<file path="config.mk">
export PLATFORM = sky130hd
export DESIGN_NAME = dio_port_ctrl
export DESIGN_NICKNAME = d
export VERILOG_FILES = /design/src/rtl/dio_pkg.sv /design/src/rtl/dio_cmd_decode.sv /design/src/rtl/dio_port_latch.sv /design/src/rtl/dio_read_mux.sv /design/src/rtl/dio_port_ctrl.sv
export SDC_FILE = /design/constraint.sdc
export NUM_CORES = 1
export LEC_CHECK = 0
export BUFFER_PORTS_ARGS = -buffer_cell sky130_fd_sc_hd__buf_2
export CORE_MARGIN = 1.5
export CORE_UTILIZATION = 46
export DETAILED_ROUTE_END_ITERATION = 10
export PLACE_DENSITY = 0.81
export SYNTH_ARGS = -nofsm -noshare
export SYNTH_HDL_FRONTEND = slang
export SYNTH_SLANG_ARGS = --single-unit
</file>
<file path="constraint.sdc">
create_clock -name clk -period 1.6 [get_ports clk]
set_input_delay 0.08 -clock clk [delete_from_list [all_inputs] [get_ports clk]]
set_output_delay 0.08 -clock clk [all_outputs]
set_load 0.05 [all_outputs]
</file>
<file path="src/rtl/dio_pkg.sv">
package dio_pkg;
    localparam int unsigned NPORT    = 4;
    localparam int unsigned PORT_W   = 8;
    localparam int unsigned CMD_W    = 8;
    localparam int unsigned SEL_W    = $clog2(NPORT);
    localparam int unsigned DIR_LSB  = 3;
    localparam int unsigned GATE_BIT = CMD_W - 1;
    localparam int unsigned CHAN_W   = NPORT * PORT_W;

    typedef struct packed {
        logic [SEL_W-1:0] sel;
        logic [NPORT-1:0] dir;
    } ctrl_t;
endpackage

</file>
<file path="src/rtl/dio_cmd_decode.sv">
module dio_cmd_decode
    import dio_pkg::*;
(
    input  logic             cmd_wr,
    input  logic [CMD_W-1:0] cmd,
    input  ctrl_t            cur,
    output ctrl_t            nxt
);
    always_comb begin
        nxt = cur;
        if (cmd_wr) begin
            // select always follows the command byte
            nxt.sel = cmd[SEL_W-1:0];
            if (cmd[GATE_BIT]) begin
                nxt.dir = cmd[DIR_LSB +: NPORT];
            end
        end
    end
endmodule

</file>
<file path="src/rtl/dio_port_latch.sv">
module dio_port_latch #(
    parameter int unsigned W = 8
) (
    input  logic         clk,
    input  logic         rst_n,
    input  logic         wr_en,
    input  logic [W-1:0] wdata,
    output logic [W-1:0] q
);
    logic [W-1:0] q_d, q_q;

    always_comb begin
        q_d = q_q;
        if (wr_en) begin
            q_d = wdata;
        end
    end

    always_ff @(posedge clk or negedge rst_n) begin
        if (!rst_n) begin
            q_q <= '0;
        end else begin
            q_q <= q_d;
        end
    end

    assign q = q_q;
endmodule

</file>
<file path="src/rtl/dio_read_mux.sv">
module dio_read_mux
    import dio_pkg::*;
(
    input  logic [SEL_W-1:0]  sel,
    input  logic [NPORT-1:0]  dir,
    input  logic [CHAN_W-1:0] lat,
    input  logic [CHAN_W-1:0] pins,
    output logic [PORT_W-1:0] rdata
);
    always_comb begin
        rdata = '0;
        for (int p = 0; p < int'(NPORT); p++) begin
            if (sel == SEL_W'(p)) begin
                rdata = dir[p] ? lat[p*PORT_W +: PORT_W] : pins[p*PORT_W +: PORT_W];
            end
        end
    end
endmodule

</file>
<file path="src/rtl/dio_port_ctrl.sv">
module dio_port_ctrl
    import dio_pkg::*;
(
    input  logic              clk,
    input  logic              rst_n,
    input  logic              cmd_wr,
    input  logic              data_wr,
    input  logic [CMD_W-1:0]  wdata,
    input  logic [CHAN_W-1:0] pin_in,
    output logic [PORT_W-1:0] rdata,
    output logic [CHAN_W-1:0] pin_out,
    output logic [CHAN_W-1:0] pin_oe
);
    ctrl_t ctrl_d, ctrl_q;
    logic [CHAN_W-1:0] lat_flat;

    dio_cmd_decode u_dec (
        .cmd_wr (cmd_wr),
        .cmd    (wdata),
        .cur    (ctrl_q),
        .nxt    (ctrl_d)
    );

    always_ff @(posedge clk or negedge rst_n) begin
        if (!rst_n) begin
            ctrl_q <= '0;
        end else begin
            ctrl_q <= ctrl_d;
        end
    end

    for (genvar p = 0; p < int'(NPORT); p++) begin : g_port
        logic wr_hit;
        // write only lands on the current port when it is an output
        assign wr_hit = data_wr && (ctrl_q.sel == SEL_W'(p)) && ctrl_q.dir[p];

        dio_port_latch #(.W(PORT_W)) u_lat (
            .clk   (clk),
            .rst_n (rst_n),
            .wr_en (wr_hit),
            .wdata (wdata[PORT_W-1:0]),
            .q     (lat_flat[p*PORT_W +: PORT_W])
        );

        assign pin_oe[p*PORT_W +: PORT_W] = {PORT_W{ctrl_q.dir[p]}};


        dir_load_chk: assert property (@(posedge clk) disable iff (!rst_n)
            (cmd_wr && wdata[GATE_BIT]) |=>
                (pin_oe[p*PORT_W +: PORT_W] == {PORT_W{$past(wdata[DIR_LSB + p])}}));


        latch_write_chk: assert property (@(posedge clk) disable iff (!rst_n)
            (data_wr && ctrl_q.sel == SEL_W'(p) && pin_oe[p*PORT_W]) |=>
                (pin_out[p*PORT_W +: PORT_W] == $past(wdata[PORT_W-1:0])));
    end

    assign pin_out = lat_flat;

    dio_read_mux u_mux (
        .sel   (ctrl_q.sel),
        .dir   (ctrl_q.dir),
        .lat   (lat_flat),
        .pins  (pin_in),
        .rdata (rdata)
    );


    reset_hiz_chk: assert property (@(posedge clk)
        !rst_n |=> (pin_oe == '0 && pin_out == '0));


    dir_hold_chk: assert property (@(posedge clk) disable iff (!rst_n)
        (cmd_wr && !wdata[GATE_BIT]) |=> $stable(pin_oe));


    input_write_drop_chk: assert property (@(posedge clk) disable iff (!rst_n)
        (data_wr && !ctrl_q.dir[ctrl_q.sel]) |=> $stable(pin_out));
endmodule

</file>
After elaboration in Yosys (flattened, before gate mapping)
Cells that the tools add are included.
{ "classes": {"mux": 8, "n_reduce_logical": 10, "eq_ne": 3} }
{ "ops": {"columns": ["operator", "n"], "rows": [
  ["$mux W8", 8],
  ["$logic_and A1 B1 Y1", 8],
  ["$eq A2 B2 Y1 const B", 2],
  ["$eq A2 B1 Y1 const B", 1],
  ["$logic_not A2 Y1", 1],
  ["$reduce_and A2 Y1", 1]
]} }
{ "word_totals": {"ff_bits": 38, "input_bits": 44, "output_inout_bits": 72} }

Longest topological paths before layout
{ "logic_depth": {"depth_word": 5, "ltp_mapped": 4, "mapped_depth_nobuf": 2} }

By module
From an unflattened synthesis, not the netlist that was laid out.
{ "unflattened": {"cells_unflattened": 163, "hier_area_um2": 2444.8} }
{ "by_module_without_submodules": {"columns": ["mod", "area_per_inst_um2", "cells_per_inst", "instances", "seq_area_each_um2"], "rows": [
  ["dio_port_latch", 331.6, 17, 4, 200.2],
  ["dio_read_mux", 594.3, 46, 1, 0.0],
  ["dio_port_ctrl", 435.4, 42, 1, 150.1],
  ["dio_cmd_decode", 88.8, 7, 1, 0.0]
]} }

Least setup slack after synthesis
No wires, ideal clock.
{ "synth_timing": {"path_kind": "flip-flop to output port", "from": "register ctrl_q, in the netlist pin_oe[16]", "to": "output port rdata[0]", "stages_incl_launch_ff": 4, "arrival_time_ns": 1.554, "setup_slack_ns": -0.034, "path_buffers": 1, "path_cell_list": "dfrtp_1 -> buf_6 -> mux2_2 -> mux4_2"} }
{ "synth_between": {"elab_chain_len": 3} }
{ "synth_lines": {"columns": ["item", "line_no", "text"], "rows": [
  ["from (decl)", "dio_port_ctrl.sv:14", "ctrl_t ctrl_d, ctrl_q;"],
  ["from (signal assigned)", "dio_port_ctrl.sv:28", "ctrl_q <= ctrl_d;"],
  ["$mux W8", "dio_read_mux.sv:14", "rdata = dir[p] ? lat[p*PORT_W +: PORT_W] : pins[p*PORT_W +: PORT_W];"],
  ["$mux W8 (2 in a row)", "dio_read_mux.sv:13", "if (sel == SEL_W'(p)) begin"],
  ["to (decl)", "dio_port_ctrl.sv:10", "output logic [PORT_W-1:0] rdata,"]
]} }
Every way passes these cells.

Final worst setup path
{ "layout_timing": {"from": "register ctrl_q, in the netlist pin_oe[24]", "to": "output port rdata[2]"} }
{ "layout_between": {"elab_chain_len": 2} }
{ "layout_lines": {"columns": ["item", "line_no"], "rows": [
  ["$mux W8", "dio_read_mux.sv:14"],
  ["$mux W8", "dio_read_mux.sv:13"]
]} }
Every way passes these cells.

==> Flow_metrics.wiki <==
{| class="wikitable"
! Metric !! Value
|-
| Count of nets after finishing || 312
|-
| Placed Cells || 316
|-
| Origin of the critical flop-to-flop path || ctrl_q[5]$_DFFE_PN0P_
|-
| DRT iter0 DRCs || 67
|-
| Power per cell area || 1940 nW/µm²
|-
| Residual DRC count || 0
|-
| Arrival time reported for the critical path endpoint || ~1.8 ns
|-
| Final GP Congestion || 0.771
|-
| Number of global-route vias before repair || between 1500 and 2000
|-
| Area of the die || around 5400 µm²
|-
| Result of the run || complete, but fails checks
|-
| Netlist cell types || 11
|-
| Antenna diode count || 0
|-
| Largest net degree at the start of global routing || 39
|-
| Core footprint || 4750 µm²
|-
| Path type of the worst min-delay path || in2reg
|-
| Final critical delay including setup and external delays || approximately 1.9 ns
|-
| Number of port buffers || approximately 120
|-
| Remaining global-route overflow || 0
|-
| Routed wire length per instance || 17.0 µm
|-
| # Max-Cap Violations || 0
|-
| Number of vias per cell || around 5.1
|-
| Setup crit start || pin_oe[24]$_DFFE_PN0P_
|-
| Register clock-pin slew on the reported worst setup and hold paths || 0.07 ns
|-
| CTS Buffer Depth || 2
|-
| Total length of routed met3 wires || between 300 and 400 µm
|-
| Fmax || approximately 520 MHz
|-
| Share of post-route cells with drive strength above 1 || between 80 and 90%
|-
| Count of antenna-violating nets left after detailed routing || 0
|-
| Crit start category || flip-flop
|-
| Boundary pin count || roughly 120
|-
| Final setup vio count || 8
|-
| Fin Clk Skew || 0.00262 ns
|-
| Register area share after synthesis || between 40% and 50%
|-
| Req. time, crit path || between 1.5 and 2 ns
|-
| Final WS setup || -0.313 ns
|-
| Syn. warnings || 0
|-
| Wire length of the first global-routing pass || around 9000 µm
|-
| First-pass iteration count of the detailed router || 4
|-
| Least-Margin Pin Slew || just under 0.5 ns
|-
| Met1 layer wirelength in the final routing || roughly 2600 µm
|-
| Syn nets || 204
|-
| Number of clock sinks seen by CTS || 38
|-
| Signed area change from the synthesized netlist to the final layout || 32.8%
|-
| Register bit total from synthesis || 38
|-
| DRT Wirelength || ~5700 µm
|-
| Area after DPL || 2750 µm²
|-
| Routed wire length on met2 || about 2800 µm
|-
| Antenna violations before repair || 0
|-
| Overall via count from detail_route || roughly 1700
|-
| GRT Util Overall || 22.5%
|-
| Setup Crit Path Kind || reg2out
|-
| Cell Count, Final, Fillers Out || about 340
|-
| Leak || 1.49 nW
|-
| Library cell used as clock root buffer || clkbuf_8
|-
| Overall die height || 73.5 µm
|-
| Initial Util || approximately half
|-
| Clock insertion delay at the later pin of the skew report || slightly below 0.3 ns
|-
| Deepest level of the CTS H-tree || 2
|-
| VDD IR-drop max || between 1 and 1.5 mV
|-
| Worst setup EP type || output port
|-
| Detailed-placement wirelength estimate || between 3000 and 4000 µm
|-
| Highest fanout seen on the critical path || 5
|-
| Worst slew margin relative to its limit || about 68%
|-
| Cell area after synthesis || roughly 2300 µm²
|-
| Final instance area || about 3000 µm²
|-
| Violations in the final reports || negative setup slack
|-
| Max Used Layer || met4
|-
| RSZ-0062 raised after global routing || true
|-
| Startpoint of the tightest hold check path || wdata[2]
|-
| Number of placement rows || 25
|-
| Final Slew Violations || 0
|-
| Post-Syn Instances || 160
|-
| Post-synthesis area per instance || 14.3 µm²
|-
| CTS tree || done
|-
| Die Span X || around 74 µm
|-
| Total clock buffers created by CTS || 5
|-
| Final critical-path share of the clock period || 120%
|-
| Number of hold-slack violations in the final timing report || 0
|}
## Yosys cell counts
| master | n | area share [%] |
|---|---|---|
| and4bb_2 | 1 | 0.55 |
| buf_4 | 33 | 11 |
| nand4_2 | 1 | 0.55 |
| mux4_2 | 8 | 7.9 |
| nand4b_2 | 2 | 1.3 |
| mux2_2 | 62 | 31 |
| buf_2 | 1 | 0.22 |
| nand2_1 | 1 | 0.16 |
| buf_6 | 5 | 2.5 |
| mux2_1 | 8 | 3.9 |
| dfrtp_1 | 38 | 42 |
## flip-flops by register name, summed over array words and instances (netlist names)
signal          cells
pin_oe              4
g_port.u_lat.q     32
ctrl_q              2
## routing by layer
| metal | global-route usage (%) | vias to the layer above |
|---|---|---|
| met5 | 0 | - |
| met4 | 6.17 | 0 |
| met3 | 4.25 | 2 |
| met2 | 37.2 | 75 |
| met1 | 30.4 | 856 |
| li1 | - | 769 |
## critical path, cell delays in order (launching register included)
cell and delay, ns:
dfrtp_2 0.42, buf_6 0.14, mux2_4 0.29, mux4_2 0.51, buf_8 0.17
## per-stage QoR
stage / setup slack [ns] / util (%) / hold WS, ns / TNS (ns) / power, mW
after CTS: -0.308 / 63.2 / 0.0587 / -2.35 / 5.87
after detailed placement: -0.0821 / 57.8 / 0.157 / -0.525 / 4.97
after floorplan: 0.0147 / - / -0.216 / 0 / 4.37
after global routing: -0.361 / 63.9 / 0.0593 / -2.75 / 6.15
after global placement: -0.0762 / 57.8 / 0.152 / -0.442 / 4.92
final: -0.313 / 63.9 / 0.0659 / -2.36 / 5.89
## final cells by class
cell class | instances | area, µm²
clock buffer | 7 | 86.3
clock inverter | 1 | 5.00
fill | 390 | 1720
multi-input combinational | 83 | 1050
sequential | 38 | 966
tap | 67 | 83.8
timing repair buffer | 140 | 850
## what timing repair did
item	in CTS	in global routing
setup buffers	11	0
endpoints found under the setup margin	8	8
hold endpoints to repair	38	0
gates resized for setup	25	10
hold buffers	1	0
cloned	0	0
## power breakdown
group	leakage (nW)	switching, mW	internal, mW
Combinational	1.00	2.45	1.20
Clock	0.0482	0.324	0.347
Sequential	0.442	0.254	1.32
## cells in the final DEF, fill, tap and decap left out, drive strengths merged
master and count:
mux4 8, buf 139, nand4 1, mux2 70, clkbuf 7, nand4b 2, and4bb 1, clkinv 1
nand2 1, dlygate4sd3 1, dfrtp 38
## kinds of logic after synthesis
| kind of cell | share of synthesized area [%] |
|---|---|
| muxes | 42.3 |
| buffers and inverters | 13.5 |
| DFF | 41.6 |
| and+or+nand+nor | 2.57 |
## path summary, 6_finish.rpt
path | to | slack, ns | cells after the start
worst max-delay path | rdata[2] | -0.31 | 4
worst min-delay path | g_port[1].u_lat.q[2]$_DFFE_PN0P_ | 0.07 | 2
worst max register to register | g_port[3].u_lat.q[3]$_DFFE_PN0P_ | 0.13 | 3
worst min register to register | g_port[2].u_lat.q[6]$_DFFE_PN0P_ | 0.53 | 1
max in group asynchronous | g_port[3].u_lat.q[3]$_DFFE_PN0P_ | 0.87 | 3
min in group asynchronous | g_port[1].u_lat.q[2]$_DFFE_PN0P_ | 0.37 | 3
(Power assumes the default switching activity.)
